[src/rtl/strs_pkg.sv]
package strs_pkg;
   typedef enum logic [1:0] {
      ST_IDLE  = 2'd0,
      ST_STORE = 2'd1,
      ST_CHECK = 2'd2
   } strs_state_e;
endpackage

[src/rtl/strs_idx_unit.sv]
module strs_idx_unit #(
   parameter int AW      = 16,
   parameter bit WORD_EN = 1'b1
) (
   input  logic          clk,
   input  logic          rst_n,
   input  logic          load_i,
   input  logic [AW-1:0] load_val_i,
   input  logic          adv_i,
   input  logic          word_i,
   input  logic          dir_i,
   output logic [AW-1:0] idx_o
);
   logic [AW-1:0] step;
   logic [AW-1:0] idx_q;

   generate
      if (WORD_EN) begin : g_word
         assign step = word_i ? AW'(2) : AW'(1);
      end else begin : g_byte_only
         assign step = AW'(1);
      end
   endgenerate

   always_ff @(posedge clk or negedge rst_n) begin
      if (!rst_n)      idx_q <= '0;
      else if (load_i) idx_q <= load_val_i;
      else if (adv_i)  idx_q <= dir_i ? (idx_q - step) : (idx_q + step);
   end

   assign idx_o = idx_q;
endmodule

[src/rtl/strs_cnt_unit.sv]
module strs_cnt_unit #(
   parameter int CW = 16
) (
   input  logic          clk,
   input  logic          rst_n,
   input  logic          load_i,
   input  logic [CW-1:0] load_val_i,
   input  logic          dec_i,
   output logic [CW-1:0] cnt_o,
   output logic          last_o
);
   logic [CW-1:0] cnt_q;

   always_ff @(posedge clk or negedge rst_n) begin
      if (!rst_n)      cnt_q <= '0;
      else if (load_i) cnt_q <= load_val_i;
      else if (dec_i)  cnt_q <= cnt_q - CW'(1);
   end

   assign cnt_o  = cnt_q;
   assign last_o = (cnt_q == CW'(1));
endmodule

[src/rtl/strs_ctrl.sv]
module strs_ctrl
   import strs_pkg::*;
(
   input  logic clk,
   input  logic rst_n,
   input  logic start_i,
   input  logic rep_i,
   input  logic word_i,
   input  logic dir_i,
   input  logic cnt_in_zero_i,
   input  logic cnt_last_i,
   input  logic irq_i,
   input  logic mem_ready_i,
   output logic load_o,
   output logic store_o,
   output logic adv_o,
   output logic dec_o,
   output logic word_q_o,
   output logic dir_q_o,
   output logic busy_o,
   output logic done_o,
   output logic intr_o
);
   strs_state_e state_q, state_d;
   logic rep_q, word_q, dir_q;
   logic done_d, intr_d, done_q, intr_q;

   always_comb begin
      state_d = state_q;
      load_o  = 1'b0;
      store_o = 1'b0;
      adv_o   = 1'b0;
      dec_o   = 1'b0;
      done_d  = 1'b0;
      intr_d  = 1'b0;
      unique case (state_q)
         ST_IDLE: begin
            if (start_i) begin
               load_o = 1'b1;
               if (rep_i && cnt_in_zero_i) done_d  = 1'b1;
               else                        state_d = ST_STORE;
            end
         end
         ST_STORE: begin
            store_o = 1'b1;
            if (mem_ready_i) begin
               adv_o   = 1'b1;
               state_d = ST_CHECK;
            end
         end
         ST_CHECK: begin
            dec_o = rep_q;
            if (!rep_q || cnt_last_i) begin
               done_d  = 1'b1;
               state_d = ST_IDLE;
            end else if (irq_i) begin
               intr_d  = 1'b1;
               state_d = ST_IDLE;
            end else begin
               state_d = ST_STORE;
            end
         end
         default: state_d = ST_IDLE;
      endcase
   end

   always_ff @(posedge clk or negedge rst_n) begin
      if (!rst_n) begin
         state_q <= ST_IDLE;
         rep_q   <= 1'b0;
         word_q  <= 1'b0;
         dir_q   <= 1'b0;
         done_q  <= 1'b0;
         intr_q  <= 1'b0;
      end else begin
         state_q <= state_d;
         done_q  <= done_d;
         intr_q  <= intr_d;
         if (load_o) begin
            rep_q  <= rep_i;
            word_q <= word_i;
            dir_q  <= dir_i;
         end
      end
   end

   assign word_q_o = word_q;
   assign dir_q_o  = dir_q;
   assign busy_o   = (state_q != ST_IDLE);
   assign done_o   = done_q;
   assign intr_o   = intr_q;
endmodule

[src/rtl/strs_seq.sv]
module strs_seq #(
   parameter int BW      = 8,
   parameter int AW      = 16,
   parameter int CW      = 16,
   parameter bit WORD_EN = 1'b1,
   localparam int DW     = 2 * BW
) (
   input  logic          clk,
   input  logic          rst_n,
   input  logic          start_i,
   input  logic          word_i,
   input  logic          dir_i,
   input  logic          rep_i,
   input  logic [DW-1:0] acc_i,
   input  logic [AW-1:0] idx_i,
   input  logic [CW-1:0] cnt_i,
   input  logic          irq_pend_i,
   input  logic          mem_ready_i,
   output logic          mem_valid_o,
   output logic [AW-1:0] mem_addr_o,
   output logic [DW-1:0] mem_data_o,
   output logic          mem_word_o,
   output logic [AW-1:0] idx_o,
   output logic [CW-1:0] cnt_o,
   output logic          busy_o,
   output logic          done_o,
   output logic          intr_o
);
   generate
      if (BW < 1) begin : g_bad_bw
         $error("strs_seq: BW must be at least 1");
      end
      if (AW < 2) begin : g_bad_aw
         $error("strs_seq: AW must be at least 2");
      end
      if (CW < 1) begin : g_bad_cw
         $error("strs_seq: CW must be at least 1");
      end
   endgenerate

   logic          load, adv, dec, cnt_last, word_q, dir_q;
   logic [DW-1:0] acc_q;

   always_ff @(posedge clk or negedge rst_n) begin
      if (!rst_n)    acc_q <= '0;
      else if (load) acc_q <= acc_i;
   end

   strs_ctrl u_ctrl (
      .clk          (clk),
      .rst_n        (rst_n),
      .start_i      (start_i),
      .rep_i        (rep_i),
      .word_i       (word_i),
      .dir_i        (dir_i),
      .cnt_in_zero_i(cnt_i == '0),
      .cnt_last_i   (cnt_last),
      .irq_i        (irq_pend_i),
      .mem_ready_i  (mem_ready_i),
      .load_o       (load),
      .store_o      (mem_valid_o),
      .adv_o        (adv),
      .dec_o        (dec),
      .word_q_o     (word_q),
      .dir_q_o      (dir_q),
      .busy_o       (busy_o),
      .done_o       (done_o),
      .intr_o       (intr_o)
   );

   strs_idx_unit #(.AW(AW), .WORD_EN(WORD_EN)) u_idx (
      .clk       (clk),
      .rst_n     (rst_n),
      .load_i    (load),
      .load_val_i(idx_i),
      .adv_i     (adv),
      .word_i    (word_q),
      .dir_i     (dir_q),
      .idx_o     (idx_o)
   );

   strs_cnt_unit #(.CW(CW)) u_cnt (
      .clk       (clk),
      .rst_n     (rst_n),
      .load_i    (load),
      .load_val_i(cnt_i),
      .dec_i     (dec),
      .cnt_o     (cnt_o),
      .last_o    (cnt_last)
   );

   generate
      if (WORD_EN) begin : g_data_word
         assign mem_word_o = word_q;
         assign mem_data_o = word_q ? acc_q : {{BW{1'b0}}, acc_q[BW-1:0]};
      end else begin : g_data_byte
         assign mem_word_o = 1'b0;
         assign mem_data_o = {{BW{1'b0}}, acc_q[BW-1:0]};
      end
   endgenerate

   assign mem_addr_o = idx_o;
endmodule

[config.mk]
export PLATFORM = sky130hd
export DESIGN_NAME = strs_seq
export DESIGN_NICKNAME = d
export VERILOG_FILES = /design/src/rtl/strs_pkg.sv /design/src/rtl/strs_idx_unit.sv /design/src/rtl/strs_cnt_unit.sv /design/src/rtl/strs_ctrl.sv /design/src/rtl/strs_seq.sv
export SDC_FILE = /design/constraint.sdc
export NUM_CORES = 1
export LEC_CHECK = 0
export CORE_MARGIN = 2
export CORE_UTILIZATION = 31
export DETAILED_ROUTE_END_ITERATION = 16
export SLEW_MARGIN = 5
export SYNTH_ARGS = -nofsm -noshare
export SYNTH_HDL_FRONTEND = slang
export SYNTH_SLANG_ARGS = --single-unit
[constraint.sdc]
create_clock -name clk -period 2.4 [get_ports clk]
set_clock_uncertainty 0.05 [all_clocks]
set_input_delay 0.48 -clock clk [delete_from_list [all_inputs] [get_ports clk]]
set_output_delay 0.48 -clock clk [all_outputs]
set_load 0.03 [all_outputs]
==> flow_summary.json, run 1 <==
{
  "drv_cap": 0,
  "cp-start-kind": "register",
  "synth-edff-count": 0,
  "total_power_mw": 8.03,
  "rsz0062_at_grt": "true",
  "fp.dieArea_um2": 11800,
  "vdd_ir_drop_max_mv": 0.795,
  "arrival_ns": 2.53,
  "p_leak_nw": 2.16,
  "synth_area_um2": 3400,
  "hold_viol": 0,
  "cp_cell_sequence": "buf_6 > ha_4 > a21o_1 > a221o_1 > a21oi_4 > o31ai_2 > xnor2_1 > or3_1 > a31oi_1",
  "antenna_found_initial": 0,
  "ys_seq_area_share_pct": 40.5,
  "drtIter0Drc": 154,
  "ctsHoldBuffers": 0,
  "ys_types": 51,
  "yosysMostFrequentCell": "nand2_1",
  "crit_fanout": 6,
  "fp.coreArea_um2": 10800,
  "status": "finished, final reports clean",
  "setup_viol": 0,
  "drc": 0,
  "syn_avg_cell_area_um2": 8.63,
  "cpPeakStageDelay_ns": 0.48,
  "synth_cells": 394,
  "yosys_warnings": 0,
  "std_cell_rows": 38,
  "drv_slew": 0,
  "slew_headroom_pct": 61.9,
  "dieHeight_um": 109,
  "grt_max_degree": 28,
  "viasPerCell": 4.88,
  "cts.clk_slew.worst_paths_ns": 0.11,
  "dpl.hpwl_um": 7470,
  "diodes": 0,
  "cts-root-buf": "clkbuf_8",
  "synth_ff_type": "dfrtp_1",
  "via_count": 3260,
  "ant_nets": 0,
  "async_reset_ff_share_pct": 100,
  "track_usage_pct": 16.9,
  "clock_latency_ns": 0.31,
  "fmax_mhz": 427,
  "cts_tree": "yes",
  "cts-htree-levels": 2,
  "synthToLayoutAreaGrowth_pct": 49.0,
  "grt_overflow": 0,
  "avgRoutedWirePerCell_um": 14.5,
  "layout-drive-gt1-share_pct": 15.0,
  "fin_crit_sh_pct": 97.5,
  "numCtsBuffers": 5,
  "wl_um": 9690,
  "fin_cells": 668,
  "drt_pass1_iterations": 4,
  "nNetsFinal": 601,
  "io_pins": 125,
  "numClockSinks": 55,
  "ys_top_cells_by_count": "nand2_1, dfrtp_1, nor2_1",
  "die-width_um": 109,
  "io_buffer_count": 124,
  "yosysTopAreaCell": "dfrtp_1",
  "fin_crit_ns": 2.34,
  "hold_path_class": "input pin to async pin",
  "syn-num-nets": 468,
  "start_util_pct": 31.5,
  "grt_pass1_wl_um": 15800,
  "worstPathRequired_ns": 2.59,
  "fin_util_pct": 47.0,
  "worstSetupPathType": "register to register",
  "p_per_area_nw_per_um2": 1580,
  "fillCellCount": 1086,
  "cp_slowest_cell": "dfrtp_2",
  "grt_pass1_vias": 3230,
  "synthTopCellsByArea": "dfrtp_1, nand2_1, ha_1, buf_4, o21ai_0",
  "setup.worst_path.end_class": "register",
  "dp.cells": 652,
  "worst_pin_slew_ns": 0.567,
  "cts_buffer_depth": 2,
  "place_congestion": 0.873,
  "synth_top_area_share_pct": 40.5,
  "ys_seq_elements": 55
}
==> kinds of logic (layout without fill, tap and decap cells) <==
family,Yosys count,after routing,share of synthesized area (%)
xor+xnor,14,14,3.60
flops,55,55,40.5
mux,1,1,0.331
compound gates,86,86,16.6
buf+inv,46,180,7.94
fa+ha+maj,18,18,6.84
simple gates,174,174,24.3
==> placed cells by master, fill, tap and decap left out, drive strengths merged, types with 3 or more instances in the layout <==
| master | n |
|---|---|
| or3 | 3 |
| a22oi | 6 |
| nand3 | 6 |
| xor2 | 4 |
| o211ai | 9 |
| nand2b | 5 |
| o311ai | 4 |
| nor4 | 6 |
| o21ai | 24 |
| nor2b | 4 |
| nand2 | 97 |
| nor2 | 25 |
| dfrtp | 55 |
| xnor2 | 10 |
| a31oi | 3 |
| a21oi | 21 |
| nor3 | 5 |
| inv | 9 |
| and2 | 11 |
| buf | 40 |
| nand4 | 3 |
| clkbuf | 6 |
| ha | 17 |
| clkdlybuf4s50 | 123 |
| a221o | 5 |
| o21a | 3 |
==> sequential cells by signal, summed over array words and instances (netlist names) <==
register / cells
u_cnt.cnt_o: 16
u_ctrl.word_q_o: 1
u_ctrl.state_q: 2
u_ctrl.intr_o: 1
acc_q: 16
u_ctrl.rep_q: 1
u_ctrl.done_o: 1
u_ctrl.dir_q_o: 1
u_idx.idx_o: 16
==> where the power goes <==
group	total [mW]	switching, mW	internal [mW]
Combinational	5.67	3.09	2.58
Sequential	1.80	0.435	1.37
Clock	0.562	0.325	0.237
==> through the flow <==
step                      setup TNS, ns  setup WS [ns]  cell area (µm²)  hold slack, ns
after floorplan                 -0.0761        -0.0532             3410           0.134
after CTS                       -0.0340        -0.0340             4930          0.0937
after global routing            -0.0576        -0.0434             5070           0.106
final                                 0         0.0601             5070          0.0703
after detailed placement        -0.0169        -0.0106             4820           0.407
after global placement                0         0.0365             4820           0.400
==> critical path, delay by kind of cell (launching register included) <==
family                   cells  cell delay [ns]
buffers and inverters        1             0.14
adder cells (fa/ha/maj)      1             0.22
AND/OR/NAND/NOR              1             0.31
flip-flops                   1             0.48
AO/OA/AOI/OAI                5             0.94
XOR/XNOR                     1             0.13
==> routing by layer <==
metal | wire length (µm) | share of wire (%) | global-route usage [%] | vias up
li1 | - | - | - | 1608
met1 | 4580 | 47 | 23.9 | 1556
met2 | 4540 | 47 | 27.1 | 88
met3 | 448 | 4.6 | 2.45 | 8
met4 | 125 | 1.3 | 4.03 | 0
met5 | 0 | 0 | 0 | -
==> repair_timing <==
item,in CTS,in global routing
pin swaps,0,10
endpoints found under the setup margin,2,8
buffers inserted,0,8
gates resized for setup,2,25
==> cell type report <==
class | count | area, µm² | area share [%]
clock buffers | 6 | 82.6 | 1.63
clock inverters | 2 | 16.3 | 0.321
inverters | 9 | 33.8 | 0.666
multi-input cells | 293 | 1840 | 36.3
flip-flops and latches | 55 | 1380 | 27.2
well taps | 140 | 175 | 3.46
repair buffers | 163 | 1540 | 30.4
==> worst paths after layout <==
check                                    start         endpoint  slack, ns  cells after the start
worst max-delay path            u_ctrl.dir_q_o  u_idx.idx_o[15]       0.06                      9
worst min-delay path                     rst_n   u_cnt.cnt_o[2]       0.07                      1
worst max register to register  u_ctrl.dir_q_o  u_idx.idx_o[15]       0.06                      9
worst min register to register       acc_q[13]        acc_q[13]       0.43                      2
max in group asynchronous                rst_n   u_idx.idx_o[8]       1.51                      2
min in group clk                     acc_q[13]        acc_q[13]       0.43                      2
No activity file was read; power rests on OpenSTA's default activity.
==> inputs of run 2 (changes only) <==
clock period = 2.23 ns   (was 2.4 ns; I/O delays follow)
==> run 2 against run 1 <==
The flow now finishes with violations (negative setup slack). Total power grew 14%. Worst hold slack worse by 0.024 ns. First-iteration DRC count rose by 29%. Global-route usage hardly changed. Final cell count increased by 3.7%. Die area stayed put. Combinational power grew 17%. Sequential power grew 7%. Worst setup slack got worse by 0.14 ns. Sequential share of layout area fell by 1.3 points. Core utilization is 2.5 points higher. Wire length is 3.3% higher. Critical path type unchanged. Highest routed layer unchanged.
==> flow_summary.json, run 2 (synthesis gave the netlist of run 1 again) <==
{
  "cts_tree": "yes",
  "ant_nets": 0,
  "drv_cap": 0,
  "synthToLayoutAreaGrowth_pct": 57.0,
  "numCtsBuffers": 5,
  "place_congestion": 0.852,
  "layout_commonest_cell": "clkdlybuf4s50_1",
  "vdd_ir_drop_max_mv": 0.903,
  "drt_pass1_iterations": 4,
  "drv_slew": 0,
  "power.switching_mw": 4.27,
  "worstPathRequired_ns": 2.42,
  "fin_crit_ns": 2.31,
  "numClockSinks": 55,
  "hold_viol": 0,
  "grt_max_degree": 35,
  "seqPwrFrac_pct": 21.1,
  "track_usage_pct": 16.9,
  "fp.coreArea_um2": 10800,
  "diodes": 0,
  "viasPerCell": 4.82,
  "std_cell_rows": 38,
  "start_util_pct": 31.5,
  "ctsHoldBuffers": 0,
  "grt_pass1_wl_um": 15800,
  "clock_latency_ns": 0.32,
  "wl_met1_um": 4650,
  "cpPeakStageDelay_ns": 0.45,
  "intPower_mw": 4.90,
  "arrival_ns": 2.50,
  "pwr-share-comb_pct": 72.6,
  "setup_viol": 3,
  "antenna_found_initial": 0,
  "drc": 0,
  "dieHeight_um": 109,
  "layout-drive-gt1-share_pct": 19.5,
  "dr_wl_met3_um": 423,
  "grt_pass1_vias": 3263,
  "avgRoutedWirePerCell_um": 14.4,
  "wl_met2_um": 4770,
  "io_pins": 125,
  "stdcell_area_um2": 5340,
  "grt_overflow": 0,
  "crit_fanout": 8,
  "slew_headroom_pct": 64.2,
  "cp_slowest_cell": "dfrtp_2",
  "layout_common_cells": "clkdlybuf4s50_1, nand2_1, buf_4, dfrtp_1, nor2_1",
  "post_dp_cell_area_um2": 5080,
  "cts-htree-levels": 2,
  "cts-root-buf": "clkbuf_8",
  "p_leak_nw": 2.30,
  "cts_buffer_depth": 2,
  "worst_pin_slew_ns": 0.537,
  "routed.top_layer": "met4",
  "worstSetupPathType": "register to register",
  "via_count": 3339,
  "fin_crit_sh_pct": 104,
  "die-width_um": 109,
  "fp.dieArea_um2": 11800,
  "io_buffer_count": 124,
  "cp-start-kind": "register",
  "rsz0062_at_grt": "true",
  "setup.worst_path.end_class": "register",
  "wl_um": 10000,
  "clock_power_share_pct": 6.3,
  "status": "finished, violations left",
  "cts.clk_slew.worst_paths_ns": 0.10,
  "dpl.hpwl_um": 7770,
  "fmax_mhz": 433,
  "p_sw_share_pct": 46.6,
  "nNetsFinal": 626,
  "drtIter0Drc": 198,
  "hold_path_class": "input pin to async pin",
  "p_per_area_nw_per_um2": 1720,
  "setup_ws_ns": -0.0789,
  "fillCellCount": 1036,
  "failed_checks": "negative setup slack",
  "total_power_mw": 9.17,
  "cp_cell_sequence": "buf_12 > ha_4 > a21o_1 > a221o_1 > a21oi_2 > buf_4 > o31ai_4 > xnor2_1 > or3_1 > a31oi_1"
}
run 2: cell types whose count changed in the layout (fill, tap and decap cells not counted), sizes merged:
cell           change
buf               +24
bufbuf             +1
clkbuf             -1
clkdlybuf4s50      -1
dlymetal6s2s       +1
inv                +1
run 2: critical path: cells and delay by family, from the launching register on:
kind	cells	cell delay (ns)
simple gates	1	0.30
compound gates	5	0.78
buf+inv	2	0.30
xor+xnor	1	0.13
fa+ha+maj	1	0.21
flops	1	0.45
run 2: area by class of cell:
class | instances | area [µm²] | share of cell area [%]
clock inverter | 3 | 23.8 | 0.445
inverter | 9 | 33.8 | 0.632
timing repair buffer | 188 | 1770 | 33.2
multi-input combinational | 293 | 1880 | 35.2
sequential | 55 | 1390 | 26.0
clock buffer | 5 | 68.8 | 1.29
tap | 140 | 175 | 3.28
run 2: repair_timing:
| item | 4_1_cts | 5_1_grt |
|---|---|---|
| endpoints found under the hold margin | 0 | 0 |
| setup buffers | 3 | 4 |
| pin swaps | 9 | 11 |
| resized for setup | 12 | 10 |
| gates cloned | 1 | 0 |
| setup endpoints to repair | 6 | 14 |
run 2: layer usage:
metal	vias up	GRT usage [%]
met5	-	0
met4	0	5.40
met3	12	1.97
met2	90	28.9
met1	1580	22.3
li1	1657	-
run 2: path summary, 6_finish.rpt:
check / start / to / slack (ns) / depth (start not counted)
max in group asynchronous: rst_n / acc_q[2] / 1.50 / 2
hold / removal: rst_n / u_idx.idx_o[4] / 0.05 / 1
hold reg to reg: acc_q[6] / acc_q[6] / 0.43 / 2
setup / recovery: u_ctrl.dir_q_o / u_idx.idx_o[15] / -0.08 / 10
setup reg to reg: u_ctrl.dir_q_o / u_idx.idx_o[15] / -0.08 / 10
min in group clk: acc_q[6] / acc_q[6] / 0.43 / 2
run 2: power groups by stage:
stage          combinational [mW]  clock [mW]  sequential, mW
2_1_floorplan                3.25           0            2.52
3_3_place_gp                 6.16           0            1.93
3_5_place_dp                 6.23           0            1.94
4_1_cts                      6.49       0.602            1.94
5_1_grt                      7.20       0.643            2.00
6_report                     6.66       0.581            1.93
run 2: per-stage QoR:
| stage | hold slack, ns | cells | worst slack (ns) | TNS (ns) | utilization [%] |
|---|---|---|---|---|---|
| final | 0.0465 | 693 | -0.0789 | -0.102 | 49.5 |
| after global routing | 0.0752 | 693 | -0.162 | -0.727 | 49.5 |
| after CTS | 0.0581 | 689 | -0.0683 | -0.209 | 48.9 |
| after detailed placement | 0.407 | 677 | -0.0970 | -0.212 | 47.1 |
| after global placement | 0.402 | 677 | -0.0532 | -0.117 | 47.1 |
| after floorplan | 0.100 | 394 | -0.193 | -0.780 | - |
==> inputs of run 3 (changes only) <==
CAP_MARGIN = 10   (was not set)
==> results of run 3 <==
No change in the layout: final DEF, timing and power equal those of run 2.
